===== src/rtl/throttle_pkg.sv =====
package throttle_pkg;

    localparam int CNT_W = 8;

    localparam logic [31:0] VGA_MEM_LO = 32'h000A_0000;
    localparam logic [31:0] VGA_MEM_HI = 32'h000B_7FFF;

    typedef enum logic [1:0] {
        MOD_IDLE = 2'd0,
        MOD_RUN  = 2'd1,
        MOD_SUSP = 2'd2
    } mod_state_e;

    typedef struct packed {
        logic irq;
        logic vid;
    } speedup_hit_t;

    function automatic logic vga_io_match(input logic [15:0] a);
        return (a[15:4] == 12'h03B) || (a[15:4] == 12'h03C) || (a[15:4] == 12'h03D);
    endfunction

    function automatic logic last_phase(input logic [CNT_W-1:0] phase,
                                        input logic [CNT_W-1:0] len);
        return ({1'b0, phase} + 9'd1) >= {1'b0, len};
    endfunction

endpackage


===== src/rtl/irq_event_merge.sv =====
module irq_event_merge #(
    parameter int NUM_IRQ = 16
) (
    input  logic               clk,
    input  logic               rst,
    input  logic [NUM_IRQ-1:0] irq_lines,
    input  logic [NUM_IRQ-1:0] irq_mask,
    input  logic               smi_event,
    output logic               any_event
);
    logic [NUM_IRQ-1:0] live;

    for (genvar i = 0; i < NUM_IRQ; i++) begin : g_line
        assign live[i] = irq_lines[i] & ~irq_mask[i];
    end

    assign any_event = (|live) | smi_event;

    assert_masked_silent_R5: assert property (@(posedge clk) disable iff (rst)
        ((&irq_mask) && !smi_event) |-> !any_event);

endmodule


===== src/rtl/vga_access_decode.sv =====
module vga_access_decode
    import throttle_pkg::*;
#(
    parameter int ADDR_W = 32
) (
    input  logic              bus_valid,
    input  logic              bus_is_io,
    input  logic [ADDR_W-1:0] bus_addr,
    output logic              vga_hit
);
    logic io_hit;
    logic mem_hit;

    assign io_hit  = bus_is_io && vga_io_match(bus_addr[15:0]);
    assign mem_hit = !bus_is_io
                  && (bus_addr >= ADDR_W'(VGA_MEM_LO))
                  && (bus_addr <= ADDR_W'(VGA_MEM_HI));
    assign vga_hit = bus_valid && (io_hit || mem_hit);

endmodule


===== src/rtl/speedup_window.sv =====
module speedup_window
    import throttle_pkg::*;
(
    input  logic             clk,
    input  logic             rst,
    input  logic             enable,
    input  logic             hit,
    input  logic             tick,
    input  logic [CNT_W-1:0] load_val,
    output logic             active
);
    logic [CNT_W-1:0] cnt;

    always_ff @(posedge clk) begin
        if (rst || !enable) begin
            cnt <= '0;
        end else if (hit) begin
            cnt <= load_val;
        end else if (tick && (cnt != '0)) begin
            cnt <= cnt - 1'b1;
        end
    end

    assign active = (cnt != '0);

    assert_reload_full_R10: assert property (@(posedge clk) disable iff (rst)
        (enable && hit) |=> (cnt == $past(load_val)));

    assert_tick_step_R9: assert property (@(posedge clk) disable iff (rst)
        (enable && !hit && tick && (cnt != '0)) |=> (cnt == CNT_W'($past(cnt) - 1'b1)));

endmodule


===== src/rtl/duty_modulator.sv =====
module duty_modulator
    import throttle_pkg::*;
(
    input  logic             clk,
    input  logic             rst,
    input  logic             run_en,
    input  logic [CNT_W-1:0] run_len,
    input  logic [CNT_W-1:0] susp_len,
    input  logic             susp_ack,
    output logic             susp_req
);
    mod_state_e       state;
    logic [CNT_W-1:0] phase;

    always_ff @(posedge clk) begin
        if (rst || !run_en) begin
            state <= MOD_IDLE;
            phase <= '0;
        end else begin
            unique case (state)
                MOD_IDLE: begin
                    phase <= '0;
                    if (!susp_ack) state <= MOD_RUN;
                end
                MOD_RUN: begin
                    if (last_phase(phase, run_len)) begin
                        state <= MOD_SUSP;
                        phase <= '0;
                    end else begin
                        phase <= phase + 1'b1;
                    end
                end
                MOD_SUSP: begin
                    if (susp_ack) begin
                        if (last_phase(phase, susp_len)) begin
                            state <= MOD_IDLE;
                            phase <= '0;
                        end else begin
                            phase <= phase + 1'b1;
                        end
                    end
                end
                default: begin
                    state <= MOD_IDLE;
                    phase <= '0;
                end
            endcase
        end
    end

    assign susp_req = (state == MOD_SUSP);

    assert_override_drop_R12: assert property (@(posedge clk) disable iff (rst)
        !run_en |=> !susp_req);

    assert_wait_release_R3: assert property (@(posedge clk) disable iff (rst)
        (state == MOD_IDLE && susp_ack) |=> (state != MOD_RUN));

endmodule


===== src/rtl/throttle_speedup_ctrl.sv =====
module throttle_speedup_ctrl
    import throttle_pkg::*;
#(
    parameter int NUM_IRQ = 16,
    parameter int ADDR_W  = 32
) (
    input  logic               clk,
    input  logic               rst,
    input  logic               pm_enable,
    input  logic               mod_enable,
    input  logic               irq_spd_en,
    input  logic               vid_spd_en,
    input  logic [7:0]         irq_count,
    input  logic [7:0]         vid_count,
    input  logic [7:0]         run_len,
    input  logic [7:0]         susp_len,
    input  logic [NUM_IRQ-1:0] irq_lines,
    input  logic [NUM_IRQ-1:0] irq_mask,
    input  logic               smi_event,
    input  logic               video_event,
    input  logic               bus_valid,
    input  logic               bus_is_io,
    input  logic [ADDR_W-1:0]  bus_addr,
    input  logic               tick,
    input  logic               susp_ack,
    output logic               susp_req,
    output logic               speedup_active
);
    logic         gate;
    logic         irq_any;
    logic         vga_hit;
    speedup_hit_t hits;
    logic         irq_win;
    logic         vid_win;

    assign gate = pm_enable && mod_enable;

    irq_event_merge #(.NUM_IRQ(NUM_IRQ)) u_irq_merge (
        .clk       (clk),
        .rst       (rst),
        .irq_lines (irq_lines),
        .irq_mask  (irq_mask),
        .smi_event (smi_event),
        .any_event (irq_any)
    );

    vga_access_decode #(.ADDR_W(ADDR_W)) u_vga_dec (
        .bus_valid (bus_valid),
        .bus_is_io (bus_is_io),
        .bus_addr  (bus_addr),
        .vga_hit   (vga_hit)
    );

    assign hits.irq = gate && irq_spd_en && irq_any;
    assign hits.vid = gate && vid_spd_en && (video_event || vga_hit);

    speedup_window u_irq_win (
        .clk      (clk),
        .rst      (rst),
        .enable   (gate),
        .hit      (hits.irq),
        .tick     (tick),
        .load_val (irq_count),
        .active   (irq_win)
    );

    speedup_window u_vid_win (
        .clk      (clk),
        .rst      (rst),
        .enable   (gate),
        .hit      (hits.vid),
        .tick     (tick),
        .load_val (vid_count),
        .active   (vid_win)
    );

    assign speedup_active = irq_win || vid_win;

    duty_modulator u_mod (
        .clk      (clk),
        .rst      (rst),
        .run_en   (gate && !speedup_active),
        .run_len  (run_len),
        .susp_len (susp_len),
        .susp_ack (susp_ack),
        .susp_req (susp_req)
    );

    assert_pm_off_quiet_R2: assert property (@(posedge clk) disable iff (rst)
        !pm_enable |=> (!speedup_active && !susp_req));

    assert_mode_off_quiet_R13: assert property (@(posedge clk) disable iff (rst)
        !mod_enable |=> (!speedup_active && !susp_req));

    assert_active_blocks_req_R12: assert property (@(posedge clk) disable iff (rst)
        speedup_active |=> !susp_req);

endmodule


===== config.mk =====
export PLATFORM = sky130hd
export DESIGN_NAME = throttle_speedup_ctrl
export DESIGN_NICKNAME = d
export VERILOG_FILES = /design/src/rtl/throttle_pkg.sv /design/src/rtl/irq_event_merge.sv /design/src/rtl/vga_access_decode.sv /design/src/rtl/speedup_window.sv /design/src/rtl/duty_modulator.sv /design/src/rtl/throttle_speedup_ctrl.sv
export SDC_FILE = /design/constraint.sdc
export NUM_CORES = 1
export LEC_CHECK = 0
export BUFFER_PORTS_ARGS = -buffer_cell sky130_fd_sc_hd__buf_2
export CORE_UTILIZATION = 42
export DETAILED_ROUTE_END_ITERATION = 16
export PLACE_DENSITY = 0.77
export SLEW_MARGIN = 25
export SYNTH_ARGS = -nofsm -noshare
export SYNTH_HDL_FRONTEND = slang
export SYNTH_SLANG_ARGS = --single-unit

===== constraint.sdc =====
create_clock -name clk -period 3.2 [get_ports clk]
set_input_delay 0.48 -clock clk [delete_from_list [all_inputs] [get_ports clk]]
set_output_delay 0.48 -clock clk [all_outputs]
set_load 0.1 [all_outputs]

==> impl_metrics.json <==
{
  "cts_tree": "built",
  "clk_pin_slew_ns": 0.09,
  "drtAntennaViolNets": 0,
  "synth_commonest_cells": "38 x inv_1, 27 x nor2_1, 26 x dfxtp_1",
  "yosysTopAreaCellShare_pct": 22.79,
  "grt_max_degree": 17,
  "timing.rr.end": "u_mod.phase[1]",
  "dp.final_hpwl_um": 4941,
  "cap_violations": 0,
  "dieHeight_um": 75.74,
  "top_layer_used": "met4",
  "core_mm2": 0.005172,
  "cts_buffers": 3,
  "worstMarginPinSlew_ns": 0.7237,
  "vias": 2477,
  "power_density_mw_per_mm2": 239.7,
  "io_buffer_count": 109,
  "hold_violations": 0,
  "synthToLayoutAreaGrowth_pct": 32.93,
  "cp.required_ns": 3.40,
  "power_leakage_uw": 0.001499,
  "finalNetCount": 540,
  "status": "finished clean",
  "synth.area.top_cells": "dfxtp_1 23%, ha_1 13%, inv_1 6.2%, mux2i_1 5.3%, nor2_1 4.4%",
  "placed_cells": 472,
  "gp_congestion": 0.8554,
  "yosysSeqAreaShare_pct": 22.79,
  "fin_cells": 477,
  "slowest_stage": "or4b_2",
  "fin_skew_ns": 0.001056,
  "cp_data_arrival_time_ns": 3.24,
  "wl_um": 5752,
  "cp-start-kind": "flip-flop",
  "vdd_drop_max_v": 0.0001577,
  "die_w_um": 75.74,
  "drc": 0,
  "wl_met2_um": 3107,
  "max_freq_ghz": 0.3288,
  "maxSlewHeadroom_pct": 51.58,
  "synth_cells": 291,
  "ys.warnings.count": 0,
  "clockRootBuffer": "clkbuf_8",
  "wire_per_inst_um": 12.06,
  "period_share_pct": 95.04,
  "tns_ns": 0,
  "grt.total_usage_pct": 21.35,
  "ctsHtreeMaxLevel": 1,
  "ys_seq_elements": 26,
  "drive_gt1_share_pct": 34.64,
  "syn_area_mm2": 0.002283,
  "critPathMaxFanout": 6,
  "ys_types": 45,
  "cp_cell_sequence": "nand2_1, nor2_2, nand3_1, xnor2_2, ha_1, nand2b_1, a2111oi_1, o211ai_1, and3_1, or4b_2, a21oi_1",
  "num_io_pins": 110,
  "clock-sinks": 26,
  "min_period_ns": 3.041,
  "holdCritPathClass": "input pin to flip-flop",
  "start_util_pct": 44.15,
  "clockBufferDepth": 2,
  "crit_path_max_incr_delay_ns": 0.67,
  "ys.flop_type": "dfxtp_1",
  "clk_latency_ns": 0.27,
  "rr_startpoint": "u_mod.phase[3]",
  "yosysTopAreaCell": "dfxtp_1",
  "n_antenna_cell": 0,
  "worst_hold_slack_ns": 0.4217,
  "drt_first_pass_iters": 4,
  "antenna_found_initial": 0,
  "synth_fp_nets": 423,
  "critPathCaptureType": "flip-flop",
  "reg2reg_slack_ns": 0.16,
  "crit_type": "flip-flop to flip-flop",
  "syn_avg_cell_area_um2": 7.847,
  "synthArstFlopShare_pct": 0,
  "synth.most_common_cell": "inv_1",
  "first_iter_violations": 124,
  "finalMaxSlewViolations": 0,
  "placementRows": 26,
  "critPathLaunch": "u_mod.phase[3]",
  "grt_pass1_vias": 2327,
  "setup_viol": 0,
  "worstRegToRegCells": 11,
  "cp_num_buf_inv": 0,
  "grt_pass1_wl_um": 9397,
  "crit_cells": 11,
  "cpLargestDelayFamily": "simple AND/OR/NAND/NOR gates",
  "synth-edff-count": 0,
  "die_area_mm2": 0.005736,
  "overflow": 0,
  "m1WireLength_um": 2246,
  "critPathCapture": "u_mod.phase[1]",
  "viasPerCell": 5.193,
  "met3WireLength_um": 295
}
metal layers:
| metal | vias to the layer above | track usage [%] |
|---|---|---|
| li1 | 1281 | - |
| met1 | 1094 | 21.07 |
| met2 | 92 | 44.74 |
| met3 | 10 | 2.646 |
| met4 | 0 | 7.407 |
| met5 | - | 0 |
layout by cell type (no fill, tap or decap), types with 7 or more instances in the layout:
master,Yosys,layout
nand3_1,18,18
nor2_1,27,26
a21oi_1,11,11
mux2i_1,12,12
buf_4,0,7
nand2_1,21,21
ha_1,24,23
o31ai_1,8,8
dfxtp_1,26,23
o21ai_0,8,8
inv_1,38,38
nor4_1,9,9
xnor2_1,10,8
buf_2,1,109
worst min-delay path: cells and delay by family:
kind | cells | cell delay (ns)
AO/OA/AOI/OAI | 1 | 0.06
buffers and inverters | 1 | 0.08
AND/OR/NAND/NOR | 1 | 0.05
cell type report:
class | count | area [µm²]
Tap cell | 70 | 87.58
Fill cell | 482 | 2137
Multi-Input combinational cell | 223 | 1628
Timing Repair Buffer | 116 | 598.1
Inverter | 38 | 142.6
Sequential cell | 26 | 524.3
Clock buffer | 4 | 55.05
cells by family after synthesis:
family / Yosys count / synth area share [%]
DFF: 26 / 22.79
muxes: 13 / 5.754
xor gates and xnor gates: 16 / 6.137
AOI/OAI and AO/OA: 54 / 16.44
and+or+nand+nor: 116 / 28.77
buffers and inverters: 42 / 6.959
adders and majority gates: 24 / 13.15
state kept, by name, summed over array words and instances (netlist names):
name / count
u_mod.state: 2
u_vid_win.cnt: 8
u_irq_win.cnt: 8
u_mod.phase: 8
where the power goes:
| part | internal [µW] | switching [µW] |
|---|---|---|
| logic | 91.3 | 94.1 |
| registers | 326 | 3.04 |
| clock network | 110 | 103 |
how the worst min path moves through the flow:
stage	cells past startpoint	to	from	slack [ns]
floorplan	2	u_mod.phase[1]	u_mod.phase[1]	0.45
global placement	2	u_mod.phase[1]	u_mod.phase[1]	0.46
detailed placement	2	u_mod.phase[1]	u_mod.phase[1]	0.47
CTS	3	u_vid_win.cnt[5]	vid_count[5]	0.42
global route	3	u_vid_win.cnt[3]	vid_count[3]	0.44
finish	3	u_vid_win.cnt[4]	vid_count[4]	0.42
per-stage QoR:
stage / worst slack [ns] / total power, µW / instance area [µm²] / util [%]
2_1_floorplan: 0.1315 / 435.3 / 2283 / -
3_3_place_gp: 0.1548 / 518.9 / 2945 / 56.94
3_5_place_dp: 0.08384 / 523.4 / 2945 / 56.94
4_1_cts: 0.05649 / 735.4 / 3000 / 58.01
5_1_grt: -0.01378 / 769.5 / 3035 / 58.68
6_report: 0.1589 / 727.6 / 3035 / 58.68
what timing repair did:
item | 4_1_cts | 5_1_grt
setup buffers | 0 | 1
resized for setup | 0 | 9
hold buffers | 0 | 0
setup endpoints to repair | 0 | 3
No activity file was read; power rests on OpenSTA's default activity.
